### src/rtl/tmr_pkg.sv
package tmr_pkg;
    typedef enum logic [1:0] {
        MODE_ONESHOT = 2'd0,
        MODE_RATE    = 2'd2,
        MODE_SQUARE  = 2'd3
    } tmr_mode_e;

    localparam logic [1:0] ACC_LOHI = 2'b11;
endpackage

### src/rtl/tmr_host_if.sv
module tmr_host_if
    import tmr_pkg::*;
#(
    parameter int DATA_W = 8
) (
    input  logic                  clk,
    input  logic                  rst_n,
    input  logic                  wr_en,
    input  logic                  wr_cmd,
    input  logic [DATA_W-1:0]     wr_data,
    output logic                  cmd_stb,
    output tmr_mode_e             cmd_mode,
    output logic                  load_stb,
    output logic [2*DATA_W:0]     load_div
);
    localparam int DIV_W = 2 * DATA_W;
    localparam int EXT_W = DIV_W + 1;

    typedef struct packed {
        logic [DATA_W-1:0] lo;
        logic              hi_next;
    } host_st_t;

    host_st_t st_d, st_q;
    logic     mode_ok;
    logic     data_wr;
    logic [DIV_W-1:0] raw_div;

    always_comb begin
        mode_ok  = 1'b1;
        cmd_mode = MODE_ONESHOT;
        case (wr_data[3:1])
            3'b000:         cmd_mode = MODE_ONESHOT;
            3'b010, 3'b110: cmd_mode = MODE_RATE;
            3'b011, 3'b111: cmd_mode = MODE_SQUARE;
            default:        mode_ok  = 1'b0;
        endcase

        cmd_stb  = wr_en && wr_cmd && (wr_data[5:4] == ACC_LOHI) && mode_ok;
        data_wr  = wr_en && !wr_cmd;
        load_stb = data_wr && st_q.hi_next;
        raw_div  = {wr_data, st_q.lo};
        load_div = (raw_div == '0) ? {1'b1, {DIV_W{1'b0}}} : {1'b0, raw_div};

        st_d = st_q;
        if (cmd_stb) begin
            st_d.hi_next = 1'b0;
        end else if (data_wr) begin
            if (!st_q.hi_next) begin
                st_d.lo      = wr_data;
                st_d.hi_next = 1'b1;
            end else begin
                st_d.hi_next = 1'b0;
            end
        end
    end

    always_ff @(posedge clk or negedge rst_n) begin
        if (!rst_n) begin
            st_q <= '0;
        end else begin
            st_q <= st_d;
        end
    end


    low_byte_first_chk: assert property (@(posedge clk) disable iff (!rst_n)
        (data_wr && !st_q.hi_next) |=> st_q.hi_next);


    cmd_rewind_chk: assert property (@(posedge clk) disable iff (!rst_n)
        cmd_stb |=> !st_q.hi_next);


    zero_div_chk: assert property (@(posedge clk) disable iff (!rst_n)
        load_stb |-> (load_div != '0) && (load_div <= (EXT_W'(1) << DIV_W)));
endmodule

### src/rtl/tmr_count_core.sv
module tmr_count_core
    import tmr_pkg::*;
#(
    parameter int EXT_W = 17
) (
    input  logic             clk,
    input  logic             rst_n,
    input  logic             tick,
    input  logic             cmd_stb,
    input  tmr_mode_e        cmd_mode,
    input  logic             load_stb,
    input  logic [EXT_W-1:0] load_div,
    output logic             out_o,
    output logic             irq_o
);
    localparam logic [EXT_W-1:0] ONE = EXT_W'(1);

    typedef struct packed {
        tmr_mode_e        mode;
        logic             run;
        logic             phase_lo;
        logic [EXT_W-1:0] cnt;
        logic [EXT_W-1:0] reload;
        logic             out;
        logic             irq;
    } core_st_t;

    core_st_t st_d, st_q;

    function automatic logic [EXT_W-1:0] half_up(input logic [EXT_W-1:0] v);
        return (v >> 1) + {{(EXT_W-1){1'b0}}, v[0]};
    endfunction

    function automatic logic [EXT_W-1:0] half_dn(input logic [EXT_W-1:0] v);
        return v >> 1;
    endfunction

    always_comb begin
        st_d     = st_q;
        st_d.irq = 1'b0;
        if (cmd_stb) begin
            st_d.mode     = cmd_mode;
            st_d.run      = 1'b0;
            st_d.phase_lo = 1'b0;
            st_d.cnt      = '0;
            st_d.out      = (cmd_mode != MODE_ONESHOT);
        end else if (load_stb) begin
            st_d.run      = 1'b1;
            st_d.phase_lo = 1'b0;
            st_d.reload   = load_div;
            case (st_q.mode)
                MODE_RATE: begin
                    st_d.cnt = load_div;
                    st_d.out = (load_div != ONE);
                end
                MODE_SQUARE: begin
                    st_d.cnt = half_up(load_div);
                    st_d.out = 1'b1;
                end
                default: begin
                    st_d.cnt = load_div;
                    st_d.out = 1'b0;
                end
            endcase
        end else if (st_q.run && tick) begin
            if (st_q.cnt == ONE) begin
                case (st_q.mode)
                    MODE_RATE: begin
                        st_d.cnt = st_q.reload;
                        st_d.out = (st_q.reload != ONE);
                        st_d.irq = 1'b1;
                    end
                    MODE_SQUARE: begin
                        if (!st_q.phase_lo && (half_dn(st_q.reload) != '0)) begin
                            st_d.phase_lo = 1'b1;
                            st_d.cnt      = half_dn(st_q.reload);
                            st_d.out      = 1'b0;
                        end else begin
                            st_d.phase_lo = 1'b0;
                            st_d.cnt      = half_up(st_q.reload);
                            st_d.out      = 1'b1;
                            st_d.irq      = 1'b1;
                        end
                    end
                    default: begin
                        st_d.run = 1'b0;
                        st_d.out = 1'b1;
                        st_d.irq = 1'b1;
                    end
                endcase
            end else begin
                st_d.cnt = st_q.cnt - ONE;
                if (st_q.mode == MODE_RATE) begin
                    st_d.out = (st_d.cnt != ONE);
                end
            end
        end
    end

    always_ff @(posedge clk or negedge rst_n) begin
        if (!rst_n) begin
            st_q <= '{mode: MODE_ONESHOT, default: '0};
        end else begin
            st_q <= st_d;
        end
    end

    assign out_o = st_q.out;
    assign irq_o = st_q.irq;


    irq_from_tick_chk: assert property (@(posedge clk) disable iff (!rst_n)
        st_q.irq |-> $past(tick && st_q.run));


    idle_hold_chk: assert property (@(posedge clk) disable iff (!rst_n)
        (!st_q.run && !cmd_stb && !load_stb) |=> $stable(st_q.cnt));


    armed_after_load_chk: assert property (@(posedge clk) disable iff (!rst_n)
        load_stb |=> st_q.run);


    cmd_stop_chk: assert property (@(posedge clk) disable iff (!rst_n)
        cmd_stb |=> !st_q.run);


    oneshot_end_chk: assert property (@(posedge clk) disable iff (!rst_n)
        (st_q.irq && st_q.mode == MODE_ONESHOT) |-> (st_q.out && !st_q.run));


    live_count_chk: assert property (@(posedge clk) disable iff (!rst_n)
        st_q.run |-> (st_q.cnt != '0));


    sq_rise_chk: assert property (@(posedge clk) disable iff (!rst_n)
        (st_q.mode == MODE_SQUARE && $rose(st_q.out) && !$past(load_stb) && !$past(cmd_stb))
            |-> st_q.irq);
endmodule

### src/rtl/interval_timer_chan.sv
module interval_timer_chan
    import tmr_pkg::*;
#(
    parameter int DATA_W = 8
) (
    input  logic              clk,
    input  logic              rst_n,
    input  logic              tick,
    input  logic              wr_en,
    input  logic              wr_cmd,
    input  logic [DATA_W-1:0] wr_data,
    output logic              tmr_out,
    output logic              tmr_irq
);
    localparam int EXT_W = 2 * DATA_W + 1;

    logic             cmd_stb;
    tmr_mode_e        cmd_mode;
    logic             load_stb;
    logic [EXT_W-1:0] load_div;

    tmr_host_if #(.DATA_W(DATA_W)) u_host (
        .clk      (clk),
        .rst_n    (rst_n),
        .wr_en    (wr_en),
        .wr_cmd   (wr_cmd),
        .wr_data  (wr_data),
        .cmd_stb  (cmd_stb),
        .cmd_mode (cmd_mode),
        .load_stb (load_stb),
        .load_div (load_div)
    );

    tmr_count_core #(.EXT_W(EXT_W)) u_core (
        .clk      (clk),
        .rst_n    (rst_n),
        .tick     (tick),
        .cmd_stb  (cmd_stb),
        .cmd_mode (cmd_mode),
        .load_stb (load_stb),
        .load_div (load_div),
        .out_o    (tmr_out),
        .irq_o    (tmr_irq)
    );


    quiet_irq_chk: assert property (@(posedge clk) disable iff (!rst_n)
        tmr_irq |=> !tmr_irq || $past(tick));
endmodule

### config.mk
export PLATFORM = sky130hd
export DESIGN_NAME = interval_timer_chan
export DESIGN_NICKNAME = d
export VERILOG_FILES = /design/src/rtl/tmr_pkg.sv /design/src/rtl/tmr_host_if.sv /design/src/rtl/tmr_count_core.sv /design/src/rtl/interval_timer_chan.sv
export SDC_FILE = /design/constraint.sdc
export NUM_CORES = 1
export LEC_CHECK = 0
export BUFFER_PORTS_ARGS = -buffer_cell sky130_fd_sc_hd__buf_2
export CORE_UTILIZATION = 45
export CTS_CLUSTER_SIZE = 16
export DETAILED_ROUTE_END_ITERATION = 8
export PLACE_DENSITY_LB_ADDON = 0.2
export SLEW_MARGIN = 5
export SYNTH_ARGS = -nofsm -noshare
export SYNTH_HDL_FRONTEND = slang
export SYNTH_SLANG_ARGS = --single-unit
### constraint.sdc
create_clock -name clk -period 2.54 [get_ports clk]
set_clock_uncertainty 0.15 [all_clocks]
set_input_delay 0.508 -clock clk [delete_from_list [all_inputs] [get_ports clk]]
set_output_delay 0.508 -clock clk [all_outputs]
set_load 0.01 [all_outputs]
Word-level counts from Yosys, hierarchy flattened
Cells that the tools add are included.
{ "word_totals": {"reg_bits": 49, "inputBits": 13, "out_inout_bits": 2, "elab_cells": 82} }
{ "op_classes": {"addsub": 3, "n_eq_ne": 13, "mux": 27, "bitwise": 2, "reduce_logical": 28} }
{ "ops": {"columns": ["op", "n"], "rows": [
  ["two-way mux 19 bit", 3],
  ["two-way mux 17 bit", 3],
  ["!= test 17 x 1 -> 1 bit, second input constant", 3],
  ["adder 16 x 1 -> 17 bit", 2],
  ["case mux 17 bit (2 select lines)", 1],
  ["two-way mux 18 bit", 1],
  ["equality test 17 x 1 -> 1 bit, second input constant", 1],
  ["nonzero test 17 bit", 1],
  ["subtractor 17 x 1 -> 17 bit, second input constant", 1],
  ["logical NOT 16 bit", 1],
  ["two-way mux 1 bit", 14],
  ["AND reduction 3 bit", 3],
  ["nonzero test 3 bit", 3],
  ["case mux 2 bit (2 select lines)", 2],
  ["logical AND 1 bit", 7],
  ["equality test 2 bit, second input constant", 3],
  ["equality test 3 x 2 -> 1 bit, second input constant", 2],
  ["equality test 3 bit, second input constant", 2],
  ["AND reduction 2 bit", 3],
  ["OR reduction 2 bit", 3],
  ["!= test 5 bit, second input constant", 1],
  ["OR reduction 5 bit", 1],
  ["two-way mux 2 bit", 2],
  ["nonzero test 2 bit", 2],
  ["6 further kinds", 8]
]} }

Longest topological paths before layout
Gate-level depths: netlist of run 1.
{ "depth": {"depth_word": 8, "depth_mapped": 10, "mapped_depth_nobuf": 8} }

Hierarchy
Synthesis of run 1 repeated with hierarchy kept, for this count alone.
{ "unflattened": {"cells_unflattened": 521, "area_unflattened_um2": 3891.2} }
{ "by_module_without_submodules": {"columns": ["module", "n_inst", "cells_each", "area_each_um2", "seq_area_each_um2"], "rows": [
  ["tmr_count_core", 1, 472, 3405.8, 1001.0],
  ["tmr_host_if", 1, 49, 485.5, 225.2]
]} }

Worst setup path before layout of run 1
Ideal clock, no wire load.
{ "synth_timing": {"kind": "register to register", "startpoint": "reg u_core.st_q[19] (netlist bit)", "endpoint": "reg u_core.st_q (netlist bit u_core.out_o)", "setup_ns": 0.128, "arrival_time_ns": 2.095, "path_slack_ns": 0.167, "path_stages_with_launch": 8, "n_path_buf": 0, "period_less_slack_ns": 2.373, "cell_sequence": "dfrtp_1 inv_1 ha_1 or3b_2 and2_1 or4_1 nor4_1 o21ai_1"} }
{ "synth_between": {"elab_chain_len": 7, "word_cells_on_any_way": 10, "classes_between": "add/sub: 1; eq/ne: 2; mux: 5; reduce/logical: 2"} }
{ "synth_lines": {"columns": ["element", "line", "text"], "rows": [
  ["start: declaration", "tmr_count_core.sv:28", "core_st_t st_d, st_q;"],
  ["start signal: assignment", "tmr_count_core.sv:104", "st_q <= st_d;"],
  ["subtractor 17 x 1 -> 17 bit", "tmr_count_core.sv:92", "st_d.cnt = st_q.cnt - ONE;"],
  ["!= test 17 x 1 -> 1 bit", "tmr_count_core.sv:94", "st_d.out = (st_d.cnt != ONE);"],
  ["two-way mux 1 bit", "tmr_count_core.sv:93", "if (st_q.mode == MODE_RATE) begin"],
  ["two-way mux 1 bit", "tmr_count_core.sv:66", "if (st_q.cnt == ONE) begin"],
  ["two-way mux 2 bit", "tmr_count_core.sv:65", "end else if (st_q.run && tick) begin"],
  ["two-way mux 1 bit", "tmr_count_core.sv:47", "end else if (load_stb) begin"],
  ["two-way mux 1 bit", "tmr_count_core.sv:41", "if (cmd_stb) begin"]
]} }
Several ways; a longest one is shown, not always the timed one. The select of a mux whose other input is x is not followed.
A chain may end at the register's enable or synchronous reset.

Final worst setup path of run 1
{ "layout_timing": {"startpoint": "reg u_core.st_q[21] (netlist bit)", "endpoint": "reg u_core.st_q[26] (netlist bit)"} }
{ "layout_between": {"elab_chain_len": 5, "word_cells_on_any_way": 8, "classes_between": "add/sub: 1; eq/ne: 2; mux: 4; reduce/logical: 1"} }
{ "layout_lines": {"columns": ["element", "line"], "rows": [
  ["subtractor 17 x 1 -> 17 bit / equality test 17 x 1 -> 1 bit (equally long branches)", "tmr_count_core.sv:92, tmr_count_core.sv:66"],
  ["two-way mux 17 bit", "tmr_count_core.sv:66"],
  ["two-way mux 19 bit", "tmr_count_core.sv:65"],
  ["two-way mux 19 bit", "tmr_count_core.sv:47"],
  ["two-way mux 19 bit", "tmr_count_core.sv:41"]
]} }
Several ways; a longest one is shown, not always the timed one. The select of a mux whose other input is x is not followed.

==> results of run 1 <==
## placed cells by master (no fill, tap or decap), types with 5 or more instances in the layout
cell and n:
a21oi_1 37, nor4_1 13, clkbuf_8 6, nand4_1 17, dfrtp_1 49, xnor2_1 13
nand2_1 76, nor2_1 26, nand3_1 15, inv_1 18, o211ai_1 6, buf_4 47
or4_1 5, mux2_2 5, buf_2 14, a21o_1 7, a32o_1 11, and3_1 6
and4_1 6, o21ai_0 40, nor3_1 14, or3_1 5, o21ai_1 5, ha_1 9
## registers in the layout (all words and copies together), names as in the netlist
signal	flops
u_core.irq_o	1
u_host.raw_div	8
u_core.st_q	38
u_core.out_o	1
u_host.st_q	1
## cells in the mapped netlist, drive strengths merged (3+ instances only)
| master | instances | area share |
|---|---|---|
| a21oi | 37 | 0.047 |
| a32o | 11 | 0.028 |
| a21o | 7 | 0.013 |
| a211oi | 4 | 0.0076 |
| ha | 10 | 0.032 |
| or4 | 5 | 0.0095 |
| nor3b | 4 | 0.0076 |
| dfrtp | 49 | 0.31 |
| o41ai | 3 | 0.0066 |
| o31ai | 4 | 0.0076 |
| clkbuf | 31 | 0.031 |
| nor3 | 17 | 0.028 |
| or3 | 6 | 0.0095 |
| inv | 18 | 0.017 |
| buf | 12 | 0.018 |
| a31oi | 3 | 0.0047 |
| a32oi | 3 | 0.0066 |
| and4 | 6 | 0.013 |
| nand3 | 15 | 0.019 |
| nor2 | 27 | 0.026 |
| nor4 | 14 | 0.022 |
| xor2 | 4 | 0.0089 |
| o21ai | 45 | 0.057 |
| mux2i | 3 | 0.0076 |
| xnor2 | 13 | 0.029 |
| nand4 | 18 | 0.032 |
| o211ai | 7 | 0.015 |
| and2 | 4 | 0.0063 |
| and3 | 6 | 0.0095 |
| nand2 | 76 | 0.072 |
| mux2 | 5 | 0.014 |
| a22o | 3 | 0.0066 |
## layout make-up
| cell class | instances | area [µm²] |
|---|---|---|
| fillers | 815 | 3860 |
| multi-input cells | 394 | 2500 |
| flip-flops and latches | 49 | 1230 |
| repair buffers | 62 | 443 |
| well taps | 105 | 131 |
| clock buffers | 7 | 86.3 |
| inverters | 18 | 67.6 |
| clock inverters | 1 | 30.0 |
## repair_timing
action,4_1_cts,5_1_grt
setup endpoints to repair,1,7
resized for setup,1,6
buffers inserted,0,2
pin swaps,0,2
## per-stage QoR
stage | TNS (ns) | total power, W | instances
final | 0 | 0.00431 | 636
after global routing | -0.00181 | 0.00458 | 636
after CTS | 0 | 0.00421 | 634
after detailed placement | 0 | 0.00361 | 626
after global placement | 0 | 0.00359 | 626
after floorplan | 0 | 0.00285 | 504
## cells by family after synthesis
logic type      count (synthesis)  share of synthesized area
compound gates                151                      0.252
xor+xnor                       17                     0.0377
fa+ha+maj                      10                     0.0316
buf+inv                        61                     0.0658
flops                          49                      0.310
mux                             8                     0.0218
simple gates                  208                      0.281
## worst max-delay path: cells and delay by family (launching register included)
| kind | cells | cell delay, ns |
|---|---|---|
| AO/OA/AOI/OAI | 3 | 0.45 |
| buffers and inverters | 1 | 0.17 |
| flip-flops | 1 | 0.45 |
| XOR/XNOR | 1 | 0.15 |
| AND/OR/NAND/NOR | 2 | 0.95 |
## path summary, 6_finish.rpt
| kind | slack, ns | startpoint | cells past startpoint | to |
|---|---|---|---|---|
| worst max register to register | 0.12 | u_core.st_q[21] | 7 | u_core.st_q[26] |
| worst min-delay path | 0.16 | rst_n | 2 | u_core.st_q[7] |
| worst max-delay path | 0.12 | u_core.st_q[21] | 7 | u_core.st_q[26] |
| worst min register to register | 0.38 | u_core.st_q[3] | 2 | u_core.st_q[3] |
| min in group clk | 0.34 | wr_data[7] | 3 | u_core.st_q[17] |
| max in group asynchronous | 1.64 | rst_n | 2 | u_core.st_q[12] |
## power by group through the flow
stage / sequential (W) / clock [W] / combinational, W
floorplan: 0.00130 / 0 / 0.00155
global placement: 0.00149 / 0 / 0.00210
detailed placement: 0.00150 / 0 / 0.00211
CTS: 0.00148 / 0.000605 / 0.00212
global route: 0.00153 / 0.000636 / 0.00242
finish: 0.00150 / 0.000592 / 0.00222
## metal layers
layer  track usage  wire [µm]  vias up
li1              -          -     1917
met1         0.407       5610     1977
met2         0.465       5850      218
met3        0.0363        963       27
met4        0.0659        278        0
met5             0          0        -
==> impl_metrics.toml, run 1 <==
[power]
leakage_nw = 1.84
p_int_w = 0.00234
p_sw_frac = 0.456
combPwrFrac = 0.515
pwr-share-seq = 0.347
p_sw_w = 0.00197
cellPowerDensity_mw_per_mm2 = 961
clock_power_share = 0.137
vdd_ir_drop_max_mv = 0.379

[clocking]
clockBufferDepth = 2
clock_latency_ns = 0.31
clk_pin_slew_ns = 0.10
clock_sinks = 49
htree_levels = 2
root_buffer = "clkbuf_8"
cts_tree = "done"
numCtsBuffers = 5
hold_buffers = 0

[timing]
layout_setup_ws_ns = 0.120
tightest_slew_ns = 0.656
relSlewSlack = 0.562
setup_viol = 0
max_freq_ghz = 0.413
layout_worst_path_cycle_share = 0.953
hold_viol = 0
maxSlewViolCount = 0
min_period_ns = 2.42
hold_ws_ns = 0.156

[synthesis]
ys_ff_latch = 49
synth-edff-count = 0
synth_cell_type_count = 69
netlist_area_mm2 = 0.00395
synth_nets = 527
synthCells = 504
yosys_warnings = 0
synth.avg_cell_area_um2 = 7.84
synthFlopType = "dfrtp_1"
async_flop_share = 1.00
seq_area_frac_synth = 0.310

[critical_path]
crit_type = "register to register"
slowest_delay_ns = 0.58
cp_slowest_cell = "or4_1"
cp.required_ns = 2.59
path_cells = "buf_4, or4_1, or3_1, xnor2_1, o211ai_1, o21ai_1, a22o_1"
worst_ep_arrival_time_ns = 2.47
start_kind = "register"
end_kind = "register"
cp_max_fo = 4

[placement]
dp_hpwl_um = 9640
port_buffers = 14
placed_area_mm2 = 0.00432
gp_congestion = 0.970
pre_cts_ws_ns = 0.0107

[global_routing]
grt_pass1_wl_um = 19800
grt_pass1_vias = 3677
antenna_found_initial = 0
grt_max_degree = 50
gr-total-overflow = 0
grt_use_total = 0.287

[floorplanning]
core_area_mm2 = 0.00834
io_pins = 15
start_util = 0.474
dieArea_mm2 = 0.00917
fp-row-count = 33
die_x_um = 95.7
die_y_um = 95.7

[status]
status = "finished clean"

[route]
vias = 4139
viasPerCell = 6.51
wirelength_um = 12700
drt-initial-drc-count = 519
ant_nets = 0
drc = 0
drtPass1Iterations = 5
wl_per_cell_um = 20.0

[flow_run]
maxCapViolCount = 0

[worst_hold_path]
min_path_type = "input port to asynchronous set/reset pin"

[cells_and_area]
final_core_util = 0.538
final_area_mm2 = 0.00448
drive_gt1_frac = 0.173
diodes = 0
syn2layout_area_growth_pct = 13.4
fin_nets = 553
(Power assumes the default switching activity.)
==> inputs of run 2 (changes only) <==
- REMOVE_ABC_BUFFERS: unset -> 1
==> run 2 against run 1 <==
Against the previous run: critical path depth rose by 1; register-to-register slack lost 0.03 ns; non-clock buffer count down 3; via count decreased by 1.3%; first-iteration DRC count fell by 2.1%; combinational power increased by 3%; core utilization is 0.35 points higher; routed wire length down 0.46%; largest cell class unchanged.
==> impl_metrics.toml, run 2 (same netlist as run 1, synthesis figures left out) <==
[route]
viasPerCell = 6.45
wl_per_cell_um = 20.0
drc = 0
drtPass1Iterations = 6
drt-initial-drc-count = 508
vias = 4084
ant_nets = 0
wirelength_um = 12700

[cells_and_area]
multi_input_area_mm2 = 0.00251
top_register = "u_core.st_q"
seq_area_mm2 = 0.00123
mostFrequentLayoutCell = "nand2_1"
final_area_mm2 = 0.00451
final.fill_count = 790
diodes = 0
drive_gt1_frac = 0.176
largest_reg_flops = 38
fin_nets = 550
syn2layout_area_growth_pct = 14.1
layoutNonFillerInstCount = 633
final_cell_mix = "nand2_1, dfrtp_1, o21ai_0, buf_4, a21oi_1"

[clocking]
cts_tree = "done"
numCtsBuffers = 5
clock_sinks = 49
clock_latency_ns = 0.30
clockBufferDepth = 2
clk_pin_slew_ns = 0.10
root_buffer = "clkbuf_8"
htree_levels = 2

[status]
status = "finished clean"

[critical_path]
slowest_delay_ns = 0.44
cp_max_fo = 4
worst_ep_arrival_time_ns = 2.49
crit_type = "register to register"
cp.required_ns = 2.59
path_cells = "ha_1, ha_2, nand4_1, or4_1, o21ai_0, a21oi_1, a2bb2oi_1, a32o_1"
start_kind = "register"
end_kind = "register"
critical_path.top_delay_family = "compound AO/OA/AOI/OAI gates"
cp_slowest_cell = "or4_1"
critPathBufInv = 0

[floorplanning]
core_area_mm2 = 0.00834
die_y_um = 95.7
start_util = 0.474
fp-row-count = 33
io_pins = 15
die_x_um = 95.7
dieArea_mm2 = 0.00917

[flow_run]
maxCapViolCount = 0

[placement]
port_buffers = 14
dp.cells = 622
dp_hpwl_um = 9450
gp_congestion = 0.939
placed_area_mm2 = 0.00433

[global_routing]
grt_max_degree = 30
antenna_found_initial = 0
gr-total-overflow = 0
grt_pass1_vias = 3712
grt_pass1_wl_um = 20100
grt_use_total = 0.291

[power]
leakage_nw = 1.85
vdd_ir_drop_max_mv = 0.407
cellPowerDensity_mw_per_mm2 = 964

[timing]
relSlewSlack = 0.531
layout_worst_path_cycle_share = 0.963
maxSlewViolCount = 0
min_period_ns = 2.45
hold_viol = 0
tightest_slew_ns = 0.701
setup_viol = 0
max_freq_ghz = 0.409

[worst_hold_path]
min_path_type = "input port to asynchronous set/reset pin"
==> run 2: cell types whose count changed in the layout (fill, tap and decap cells not counted), sizes merged <==
cell  change
buf       -3
==> run 2: worst paths after layout <==
check	start	endpoint	slack [ns]	cells past startpoint
max in group asynchronous	rst_n	u_core.st_q[26]	1.63	2
min in group clk	wr_data[7]	u_core.st_q[17]	0.34	3
hold reg to reg	u_core.st_q[37]	u_core.st_q[37]	0.39	1
hold / removal	rst_n	u_host.st_q[0]	0.05	1
setup reg to reg	u_host.raw_div[0]	u_core.st_q[33]	0.09	8
setup / recovery	u_host.raw_div[0]	u_core.st_q[33]	0.09	8
==> run 2: layout make-up <==
type,count,area share
Inverter,18,0.0150
Tap cell,105,0.0291
Multi-Input combinational cell,394,0.557
Clock buffer,7,0.0191
Sequential cell,49,0.272
Timing Repair Buffer,59,0.101
Clock inverter,1,0.00665
==> run 2: timing repair <==
action,in CTS,in global routing
gates resized for setup,0,10
setup endpoints to repair,0,8
setup buffers,0,3
hold buffers,0,0
==> run 2: through the flow <==
step                      hold slack (ns)  total power, W  setup TNS [ns]   util  worst slack [ns]
after CTS                          0.0608         0.00422               0  0.533            0.0246
after global placement              0.360         0.00359               0  0.519            0.0326
final                              0.0469         0.00435               0  0.541            0.0948
after global routing               0.0988         0.00463         -0.0218  0.541           -0.0218
after detailed placement            0.360         0.00361               0  0.519            0.0459
after floorplan                    0.0624         0.00273               0      -            0.0478
==> run 2: where the power goes <==
group	internal [W]	switching, W	leakage (nW)
logic	0.00103	0.00126	1.18
registers	0.00105	0.000416	0.610
clock network	0.000322	0.000274	0.0585
total	0.00240	0.00195	1.85
==> run 2: layer usage <==
layer | part of all wire | vias up | track usage
li1 | - | 1912 | -
met3 | 0.074 | 22 | 0.0427
met5 | 0 | - | 0
met1 | 0.45 | 1952 | 0.415
met4 | 0.019 | 0 | 0.0995
met2 | 0.46 | 198 | 0.448
